--- config.mk ---
export PLATFORM = sky130hd
export DESIGN_NAME = raster_timing
export DESIGN_NICKNAME = d
export VERILOG_FILES = /design/src/rtl/rtg_pkg.sv /design/src/rtl/rtg_hcount.sv /design/src/rtl/rtg_vcount.sv /design/src/rtl/rtg_events.sv /design/src/rtl/raster_timing.sv
export SDC_FILE = /design/constraint.sdc
export NUM_CORES = 1
export LEC_CHECK = 0
export ABC_AREA = 1
export BUFFER_PORTS_ARGS = -buffer_cell sky130_fd_sc_hd__buf_2
export CAP_MARGIN = 20
export CORE_AREA = 2 2 70 72
export DETAILED_ROUTE_END_ITERATION = 16
export DIE_AREA = 0 0 72 74
export PLACE_DENSITY = 0.67
export SLEW_MARGIN = 30
export SYNTH_ARGS = -nofsm -noshare
export SYNTH_HDL_FRONTEND = slang
export SYNTH_SLANG_ARGS = --single-unit
--- constraint.sdc ---
create_clock -name clk -period 1.9 [get_ports clk]
set_input_delay 0.19 -clock clk [delete_from_list [all_inputs] [get_ports clk]]
set_output_delay 0.19 -clock clk [all_outputs]
set_load 0.005 [all_outputs]
--- src/rtl/rtg_pkg.sv ---
package rtg_pkg;

  // Slow-bus wait: two cycles plus the phase of the 1 MHz slot.
  function automatic int io_wait(input logic slot_phase);
    return 2 + int'(slot_phase);
  endfunction

  // Wait for the remaining pixel fetch on the line, in enable steps.
  function automatic int fetch_wait(input int active_end, input int hpos, input int step_log2);
    return 2 + ((active_end - hpos) >>> step_log2);
  endfunction

  // Next value of the character row counter at the row boundary.
  function automatic int next_row(input int row, input int last_row, input logic field_end);
    if (field_end) return 0;
    if (row == last_row) return 0;
    return row + 1;
  endfunction

endpackage

--- src/rtl/rtg_hcount.sv ---
module rtg_hcount #(
  parameter int HW      = 10,
  parameter int H_STEP  = 8,
  parameter int H_TOTAL = 1024,
  parameter int HS_ON   = 768,
  parameter int HS_OFF  = 832
) (
  input  logic          clk,
  input  logic          rst_n,
  input  logic          tick,
  output logic [HW-1:0] h,
  output logic          hsync,
  output logic          line_last
);
  localparam logic [HW-1:0] STEP_C = HW'(H_STEP);
  localparam logic [HW-1:0] LAST_C = HW'(H_TOTAL - H_STEP);
  localparam logic [HW-1:0] ON_C   = HW'(HS_ON);
  localparam logic [HW-1:0] OFF_C  = HW'(HS_OFF);

  assign line_last = (h == LAST_C);

  always_ff @(posedge clk) begin
    if (!rst_n) begin
      h     <= '0;
      hsync <= 1'b0;
    end else if (tick) begin
      h <= line_last ? '0 : h + STEP_C;
      if (h == ON_C)       hsync <= 1'b1;
      else if (h == OFF_C) hsync <= 1'b0;
    end
  end
endmodule

--- src/rtl/rtg_vcount.sv ---
module rtg_vcount
  import rtg_pkg::*;
#(
  parameter int HW        = 10,
  parameter int VW        = 9,
  parameter int RW        = 4,
  parameter int V_TOTAL0  = 312,
  parameter int V_TOTAL1  = 311,
  parameter int VS_ON     = 274,
  parameter int VS_OFF0   = 276,
  parameter int VS_OFF1   = 277,
  parameter int H_HALF    = 512,
  parameter int ROW_EDGE  = 832,
  parameter int ROWS_GFX  = 8,
  parameter int ROWS_TXT  = 10
) (
  input  logic          clk,
  input  logic          rst_n,
  input  logic          tick,
  input  logic          text_mode,
  input  logic [HW-1:0] h,
  input  logic          line_last,
  output logic [VW-1:0] v,
  output logic          field,
  output logic          vsync,
  output logic [RW-1:0] row,
  output logic          field_last
);
  localparam logic [VW-1:0] END0_C  = VW'(V_TOTAL0 - 1);
  localparam logic [VW-1:0] END1_C  = VW'(V_TOTAL1 - 1);
  localparam logic [VW-1:0] VON_C   = VW'(VS_ON);
  localparam logic [VW-1:0] VOFF0_C = VW'(VS_OFF0);
  localparam logic [VW-1:0] VOFF1_C = VW'(VS_OFF1);
  localparam logic [HW-1:0] HALF_C  = HW'(H_HALF);
  localparam logic [HW-1:0] EDGE_C  = HW'(ROW_EDGE);
  localparam logic [RW-1:0] GMASK_C = RW'(ROWS_GFX - 1);

  logic          at_line_start;
  logic          at_half_line;
  logic          vs_set;
  logic          vs_clr;
  logic [RW-1:0] row_nxt;

  assign field_last    = (v == (field ? END1_C : END0_C));
  assign at_line_start = (h == '0);
  assign at_half_line  = (h == HALF_C);

  // Field 0 syncs on line boundaries at the start, field 1 on the half line.
  assign vs_set = (v == VON_C) && (field ? at_half_line : at_line_start);
  assign vs_clr = field ? (at_line_start && v == VOFF1_C)
                        : (at_half_line  && v == VOFF0_C);

  always_comb begin
    row_nxt = row;
    if (h == EDGE_C)
      row_nxt = RW'(next_row(int'(row), text_mode ? ROWS_TXT - 1 : ROWS_GFX - 1, field_last));
    if (!text_mode)
      row_nxt = row_nxt & GMASK_C;
  end

  always_ff @(posedge clk) begin
    if (!rst_n) begin
      v     <= '0;
      field <= 1'b0;
      vsync <= 1'b0;
      row   <= '0;
    end else if (tick) begin
      row <= row_nxt;
      if (vs_set)      vsync <= 1'b1;
      else if (vs_clr) vsync <= 1'b0;
      if (line_last) begin
        if (field_last) begin
          v     <= '0;
          field <= ~field;
        end else begin
          v <= v + 1'b1;
        end
      end
    end
  end
endmodule

--- src/rtl/rtg_events.sv ---
module rtg_events
  import rtg_pkg::*;
#(
  parameter int HW        = 10,
  parameter int VW        = 9,
  parameter int RW        = 4,
  parameter int SW        = 7,
  parameter int STEP_LOG  = 3,
  parameter int H_ACTIVE  = 640,
  parameter int H_HALF    = 512,
  parameter int HS_ON     = 768,
  parameter int BURST_ON  = 856,
  parameter int BURST_END = 896,
  parameter int RTC_LINE  = 99,
  parameter int GFX_LINES = 256,
  parameter int TXT_LINES = 250,
  parameter int ROWS_GFX  = 8
) (
  input  logic          clk,
  input  logic          rst_n,
  input  logic          tick,
  input  logic          text_mode,
  input  logic          col80,
  input  logic [HW-1:0] h,
  input  logic [VW-1:0] v,
  input  logic          field,
  input  logic [RW-1:0] row,
  output logic          irq_rtc,
  output logic          irq_disp_end,
  output logic          blank,
  output logic          burst,
  output logic [SW-1:0] io_stall,
  output logic [SW-1:0] ram_stall
);
  localparam logic [HW-1:0] ACT_C   = HW'(H_ACTIVE);
  localparam logic [HW-1:0] HALF_C  = HW'(H_HALF);
  localparam logic [HW-1:0] DE_H_C  = HW'(HS_ON);
  localparam logic [HW-1:0] BON_C   = HW'(BURST_ON);
  localparam logic [HW-1:0] BEND_C  = HW'(BURST_END);
  localparam logic [VW-1:0] RTC_C   = VW'(RTC_LINE);
  localparam logic [VW-1:0] GLIM_C  = VW'(GFX_LINES);
  localparam logic [VW-1:0] TLIM_C  = VW'(TXT_LINES);
  localparam logic [RW-1:0] RLIM_C  = RW'(ROWS_GFX);

  logic [VW-1:0] vis_lines;
  logic          rtc_hit;
  logic          de_hit;

  assign vis_lines = text_mode ? TLIM_C : GLIM_C;
  assign blank     = (h >= ACT_C) || (v >= vis_lines) || (row >= RLIM_C);
  assign burst     = (h >= BON_C) && (h < BEND_C);

  assign rtc_hit = (v == RTC_C) && (field ? (h == HALF_C) : (h == '0));
  assign de_hit  = (h == DE_H_C) && (v == vis_lines - 1'b1);

  assign io_stall = SW'(io_wait(h[STEP_LOG]));

  always_comb begin
    if (col80 && !blank)
      ram_stall = SW'(fetch_wait(H_ACTIVE, int'(h), STEP_LOG));
    else
      ram_stall = io_stall;
  end

  always_ff @(posedge clk) begin
    if (!rst_n) begin
      irq_rtc      <= 1'b0;
      irq_disp_end <= 1'b0;
    end else if (tick) begin
      irq_rtc      <= rtc_hit;
      irq_disp_end <= de_hit;
    end
  end
endmodule

--- src/rtl/raster_timing.sv ---
module raster_timing #(
  parameter int H_STEP    = 8,
  parameter int H_TOTAL   = 1024,
  parameter int H_ACTIVE  = 640,
  parameter int H_HALF    = 512,
  parameter int HS_ON     = 768,
  parameter int HS_OFF    = 832,
  parameter int BURST_ON  = 856,
  parameter int BURST_END = 896,
  parameter int V_TOTAL0  = 312,
  parameter int V_TOTAL1  = 311,
  parameter int VS_ON     = 274,
  parameter int VS_OFF0   = 276,
  parameter int VS_OFF1   = 277,
  parameter int RTC_LINE  = 99,
  parameter int GFX_LINES = 256,
  parameter int TXT_LINES = 250,
  parameter int ROWS_GFX  = 8,
  parameter int ROWS_TXT  = 10,
  localparam int HW       = $clog2(H_TOTAL),
  localparam int VW       = $clog2(V_TOTAL0),
  localparam int RW       = $clog2(ROWS_TXT),
  localparam int SW       = $clog2(3 + H_ACTIVE / H_STEP),
  localparam int STEP_LOG = $clog2(H_STEP)
) (
  input  logic          clk,
  input  logic          rst_n,
  input  logic          tick,
  input  logic          text_mode,
  input  logic          col80,
  output logic [HW-1:0] h_pos,
  output logic [VW-1:0] v_pos,
  output logic          field,
  output logic [RW-1:0] char_row,
  output logic          hsync,
  output logic          vsync,
  output logic          burst,
  output logic          blank,
  output logic          irq_rtc,
  output logic          irq_disp_end,
  output logic [SW-1:0] io_stall,
  output logic [SW-1:0] ram_stall
);
  // Named internal events, also observed by the bound checker.
  logic line_last;
  logic field_last;

  rtg_hcount #(
    .HW(HW), .H_STEP(H_STEP), .H_TOTAL(H_TOTAL), .HS_ON(HS_ON), .HS_OFF(HS_OFF)
  ) u_h (
    .clk(clk), .rst_n(rst_n), .tick(tick),
    .h(h_pos), .hsync(hsync), .line_last(line_last)
  );

  rtg_vcount #(
    .HW(HW), .VW(VW), .RW(RW), .V_TOTAL0(V_TOTAL0), .V_TOTAL1(V_TOTAL1),
    .VS_ON(VS_ON), .VS_OFF0(VS_OFF0), .VS_OFF1(VS_OFF1), .H_HALF(H_HALF),
    .ROW_EDGE(HS_OFF), .ROWS_GFX(ROWS_GFX), .ROWS_TXT(ROWS_TXT)
  ) u_v (
    .clk(clk), .rst_n(rst_n), .tick(tick), .text_mode(text_mode),
    .h(h_pos), .line_last(line_last),
    .v(v_pos), .field(field), .vsync(vsync), .row(char_row), .field_last(field_last)
  );

  rtg_events #(
    .HW(HW), .VW(VW), .RW(RW), .SW(SW), .STEP_LOG(STEP_LOG), .H_ACTIVE(H_ACTIVE),
    .H_HALF(H_HALF), .HS_ON(HS_ON), .BURST_ON(BURST_ON), .BURST_END(BURST_END),
    .RTC_LINE(RTC_LINE), .GFX_LINES(GFX_LINES), .TXT_LINES(TXT_LINES), .ROWS_GFX(ROWS_GFX)
  ) u_ev (
    .clk(clk), .rst_n(rst_n), .tick(tick), .text_mode(text_mode), .col80(col80),
    .h(h_pos), .v(v_pos), .field(field), .row(char_row),
    .irq_rtc(irq_rtc), .irq_disp_end(irq_disp_end), .blank(blank), .burst(burst),
    .io_stall(io_stall), .ram_stall(ram_stall)
  );
endmodule

== Word level (Yosys, flattened, before mapping) ==
Index checks and enable logic that the tools add are counted.

* Bits of input ports: 5
* Word-level logic and storage cells: 73
* Register bits after elaboration: 28

* Bitwise operators: 1
* Magnitude comparators: 5
* Reductions and logical operators: 18
* Equality and inequality tests: 12
* Muxes and demuxes: 21
* Add/subtract/negate cells: 7

{| class="wikitable"
|+ Operator list
! operator !! number
|-
| 10-bit == test (second input constant) || 4
|-
| 5-bit by 32-bit == test with 1-bit output || 1
|-
| 9-bit == test (second input constant) || 3
|-
| 10-bit greater-or-equal comparator (second input constant) || 2
|-
| 4-bit 2-to-1 mux || 5
|-
| 9-bit == test || 2
|-
| 9-bit 2-to-1 mux || 2
|-
| 1-bit 2-to-1 mux || 12
|-
| 10-bit by 4-bit adder with 10-bit output (second input constant) || 1
|-
| 10-bit logical NOT || 1
|-
| 10-bit < comparator (second input constant) || 1
|-
| 10-bit 2-to-1 mux || 1
|-
| 10-bit subtractor (first input constant) || 1
|-
| 9-bit by 1-bit adder with 9-bit output (second input constant) || 1
|-
| 9-bit by 7-bit == test with 1-bit output (second input constant) || 1
|-
| 9-bit greater-or-equal comparator || 1
|-
| 9-bit by 1-bit subtractor with 9-bit output (second input constant) || 1
|-
| 2-bit AND reduction || 4
|-
| 3-bit by 7-bit adder with 7-bit output (first input constant) || 1
|-
| 1-bit logical AND || 7
|-
| 7-bit 2-to-1 mux || 1
|-
| 4-bit by 1-bit adder with 4-bit output (second input constant) || 1
|-
| 4-bit greater-or-equal comparator (second input constant) || 1
|-
| 2-bit nonzero test || 2
|-
| 6 further kinds || 7
|}

== Depth between registers and ports, before layout ==
* Depth in word-level cells: 10
* Depth in mapped cells: 12
* Mapped depth without buffers: 11

== By module ==
Synthesis repeated with hierarchy kept, for this count alone.

* Cells, all modules: 353
* Area, all modules: 2214.6 um^2

{| class="wikitable"
|+ Modules (own cells, without submodules)
! module !! instances !! cells an instance !! area an instance (um^2)
|-
| rtg_vcount || 1 || 143 || 972.2
|-
| rtg_events || 1 || 144 || 788.3
|-
| rtg_hcount || 1 || 66 || 454.2
|}

== Worst setup path before layout ==
No wires, ideal clock.

* Path type: register to output
* Start point: register u_h.h[4]
* End point: output ram_stall[6]
* Cell stages (with the launch flop): 11
* Path slack: 0.252 ns
* Arrival time: 1.458 ns
* Path through: dfxtp_1 inv_1 ha_1 xnor2_1 and2_1 nand2_1 nor2_1 nand2_1 nand2_1 nand2_1 nor2_1

* Longest elaborated chain between the ends: 6

{| class="wikitable"
|+ Ends and longest elaborated chain
! item !! RTL line !! source
|-
| start: declaration || rtg_hcount.sv:11 || <nowiki>output logic [HW-1:0] h,</nowiki>
|-
| start signal: assignment || rtg_hcount.sv:27 || <nowiki>h <= line_last ? '0 : h + STEP_C;</nowiki>
|-
| branches (longest 5 deep; another with 10-bit subtractor) || - ||
|-
| 7-bit 2-to-1 mux * || rtg_events.sv:59 || <nowiki>if (col80 && !blank)</nowiki>
|-
| end: declaration || raster_timing.sv:42 || <nowiki>output logic [SW-1:0] ram_stall</nowiki>
|}

Mark *: on every way between the ends.

== Worst setup path after layout ==
* Start point: register u_v.v[4]
* End point: output ram_stall[5]

* Longest elaborated chain between the ends: 6

{| class="wikitable"
|+ Ends and longest elaborated chain
! item !! RTL line !! source
|-
| start: declaration || rtg_vcount.sv:23 || <nowiki>output logic [VW-1:0] v,</nowiki>
|-
| start signal: assignment || rtg_vcount.sv:76 || <nowiki>v <= v + 1'b1;</nowiki>
|-
| 9-bit greater-or-equal comparator || rtg_events.sv:50 || <nowiki>assign blank = (h >= ACT_C) || (v >= vis_lines) || (row >= RLIM_C);</nowiki>
|-
| 1-bit logical OR (2 in a row) || rtg_events.sv:50 ||
|-
| 1-bit logical NOT || rtg_events.sv:59 ||
|-
| 1-bit logical AND || rtg_events.sv:59 ||
|-
| 7-bit 2-to-1 mux || rtg_events.sv:59 ||
|}

No other way between the ends.

==> metrics.txt <==
synth warn 0; H-tree levels 1; RSZ-0062 raised after global routing yes; CTS buffer count 3; endpoints failing setup 7; CP dominant cell by count nand2_1; worst reg2reg path depth 9; worst slew pin tran 558 ps; critical path type register to output pin; initial drt markers 116; post-synthesis xor/xnor area fraction 0.0311; outcome complete, but fails checks; most common cell after layout, fill and taps aside nand2_1; fin crit share 1.06; largest net degree at the start of global routing 14; Vias/cell 4.97; initial core utilization 0.429; post-route setup slack -113 ps; reg2reg setup slack 330 ps; CP Cell Sequence ha_4 -> nand2_2 -> inv_1 -> nand2_1 -> nand2_1 -> nand2_1 -> nand2_1 -> nor2_1 -> nand4_1 -> nor2_1 -> buf_2; area grow syn2layout 29.5%; Die Wd 72 um; crit start category register; worst reg2reg path startpoint u_h.h[4]; Post-synth EDFFs 0; synth unique cells 33; CP Max Fanout 5; ant diodes 0; Max Cap Viol 0; Design Area, Final 0.00256 sq mm; Layout fillers 444; most frequent cells in the layout 61 x nand2_1, 38 x buf_2, 36 x nor2_1, 30 x inv_1, 24 x nand3_1; CTS clk-pin slew, worst paths 90 ps; Root Driver clkbuf_8; register area 522 sq um; crit-path leading delay family simple AND/OR/NAND/NOR gates; failing checks setup timing; Synth Flop Type dfxtp_1; Final Max Tran Viols 0; number of buffers inserted by hold repair at cts 0; DRT Wirelength 5150 um; Power Dens Cells 429 mW/mm^2; post-detail-place hpwl 3810 um; mux share of post-synthesis cell area 0; Seq/Total Area, Yosys 0.253; Slew Limit Headroom 0.625; routing usage on met1 0.261; drt drc 0; Final Net Count 378; crit path max-delay cell type dfxtp_2; CP Capture Type output pin; core area 0.00460 sq mm; Final Hold Viols 0; Worst EP required 1710 ps; max incr delay on CP 340 ps; Compound-Gate Fraction of Synth Area 0.0925; GPL Wtd Cong 0.894; main combinational cell family by area after synthesis simple AND/OR/NAND/NOR gates; via count 2,031; Mapped Avg Cell Area 6.60 sq um; Multi-input gate area 0.00141 sq mm; synthesized area 0.00197 sq mm; CP endpoint ram_stall[5]; Non-Filler Instances 409; crit path buf inv count 2; fraction of layout cells with a size suffix above 1 0.313; Async S/R FF share, synth 0; CP Launch Point u_v.v[4]; first-pass GRT wire length 7950 um; Synth Area in Adders 0.108; Yosys reg bits 25; I/O Buffers 39; drt wl/cell 12.6 um; die area 0.00533 sq mm; GR Util met2 0.312; CTS sink cnt 25; initial antenna violation count 0; clk_lat worst skew 280 ps; ANT nets after route 0; grt ovf 0; Die Ht 74 um; Cells after Synth 299; clk buf depth 2; CP Depth 11; placed insts 399; GRT Overall Usage 0.188; vias in the first global route 1,718; Highest Clock Rate 497 MHz; Top Ports 49; clk_skew 4.23 ps; reg-to-reg endpoint u_ev.irq_rtc; TritonCTS clock tree built; Pleak 1.26 nW; busiest grt layer met2; Hold WC Path Type input pin to register; Final Power 1.10 mW; simple-gate share of the synthesized area 0.381; CP Data Arrival Time 1820 ps; Site Rows 25; peak supply drop 0.270 mV; met3 Use GR 0.0352; Final min period 2010 ps; First-pass DRT Iterations 4; placed inst area 0.00226 sq mm
==> registers in the layout, summed over array words and instances (netlist names) <==
| signal | count |
|---|---|
| u_v.field | 1 |
| u_v.row | 4 |
| u_v.v | 9 |
| u_h.h | 7 |
| u_h.hsync | 1 |
| u_ev.irq_rtc | 1 |
| u_v.vsync | 1 |
| u_ev.irq_disp_end | 1 |
==> worst min-delay path by stage <==
stage	slack (ps)	depth (start not counted)	endpoint	from
final	220	3	u_h.h[6]	rst_n
after global routing	230	3	u_h.h[6]	rst_n
after CTS	230	3	u_h.h[3]	rst_n
after detailed placement	460	2	u_v.vsync	u_v.vsync
after global placement	460	2	u_v.vsync	u_v.vsync
after floorplan	360	2	u_ev.irq_rtc	tick
==> stage by stage <==
stage	setup TNS, ps	utilization	setup WS, ps	hold WS (ps)
after CTS	-230	0.530	-53.4	229
final	-594	0.556	-113	224
after detailed placement	0	0.492	4.59	460
after global placement	0	0.492	69.1	460
after floorplan	0	-	252	360
after global routing	-1500	0.556	-267	227
==> Yosys cell counts (3+ instances only) <==
cell	number	share of area
nor2_4	3	0.017
ha_1	17	0.11
inv_1	35	0.067
nand3_1	24	0.061
nand2_1	67	0.13
nand4_1	9	0.029
xor2_1	6	0.027
o21ai_0	10	0.025
inv_2	3	0.0057
a21oi_1	21	0.053
nor2_1	38	0.072
buf_4	12	0.046
nor3_1	5	0.013
dfxtp_1	25	0.25
==> power by group <==
| group | total [mW] | internal [mW] | switching (mW) |
|---|---|---|---|
| Combinational | 0.240 | 0.108 | 0.132 |
| Sequential | 0.529 | 0.524 | 0.00459 |
| Clock | 0.329 | 0.151 | 0.178 |
| Total | 1.10 | 0.782 | 0.315 |
==> tightest hold or removal path, cell delays in order <==
cell and delay, ps:
buf_2 160, nand2_1 80, a21oi_1 30
==> per-layer routing <==
metal / vias up / wire [um]
li1: 1062 / -
met1: 911 / 2410
met2: 52 / 2400
met3: 6 / 281
met4: 0 / 52
met5: - / 0
==> final cells by class <==
class | count | share of cell area
flip-flops and latches | 25 | 0.204
clock buffers | 4 | 0.0176
well taps | 54 | 0.0264
inverters | 40 | 0.0612
multi-input cells | 227 | 0.552
repair buffers | 59 | 0.139
==> repair_timing <==
| item | in CTS | in global routing |
|---|---|---|
| buffers inserted | 1 | 5 |
| setup endpoints to repair | 7 | 7 |
| resized for setup | 22 | 27 |
| pin swaps | 10 | 19 |
==> kinds of logic (layout without fill, tap and decap cells) <==
kind of cell / count (synthesis) / in the layout
and+or+nand+nor: 159 / 159
buffers and inverters: 54 / 103
AOI/OAI and AO/OA: 35 / 35
DFF: 25 / 25
adders and majority gates: 17 / 17
xor gates and xnor gates: 7 / 7
other: 2 / 9
Note: power is estimated with default switching activity, not from simulation.
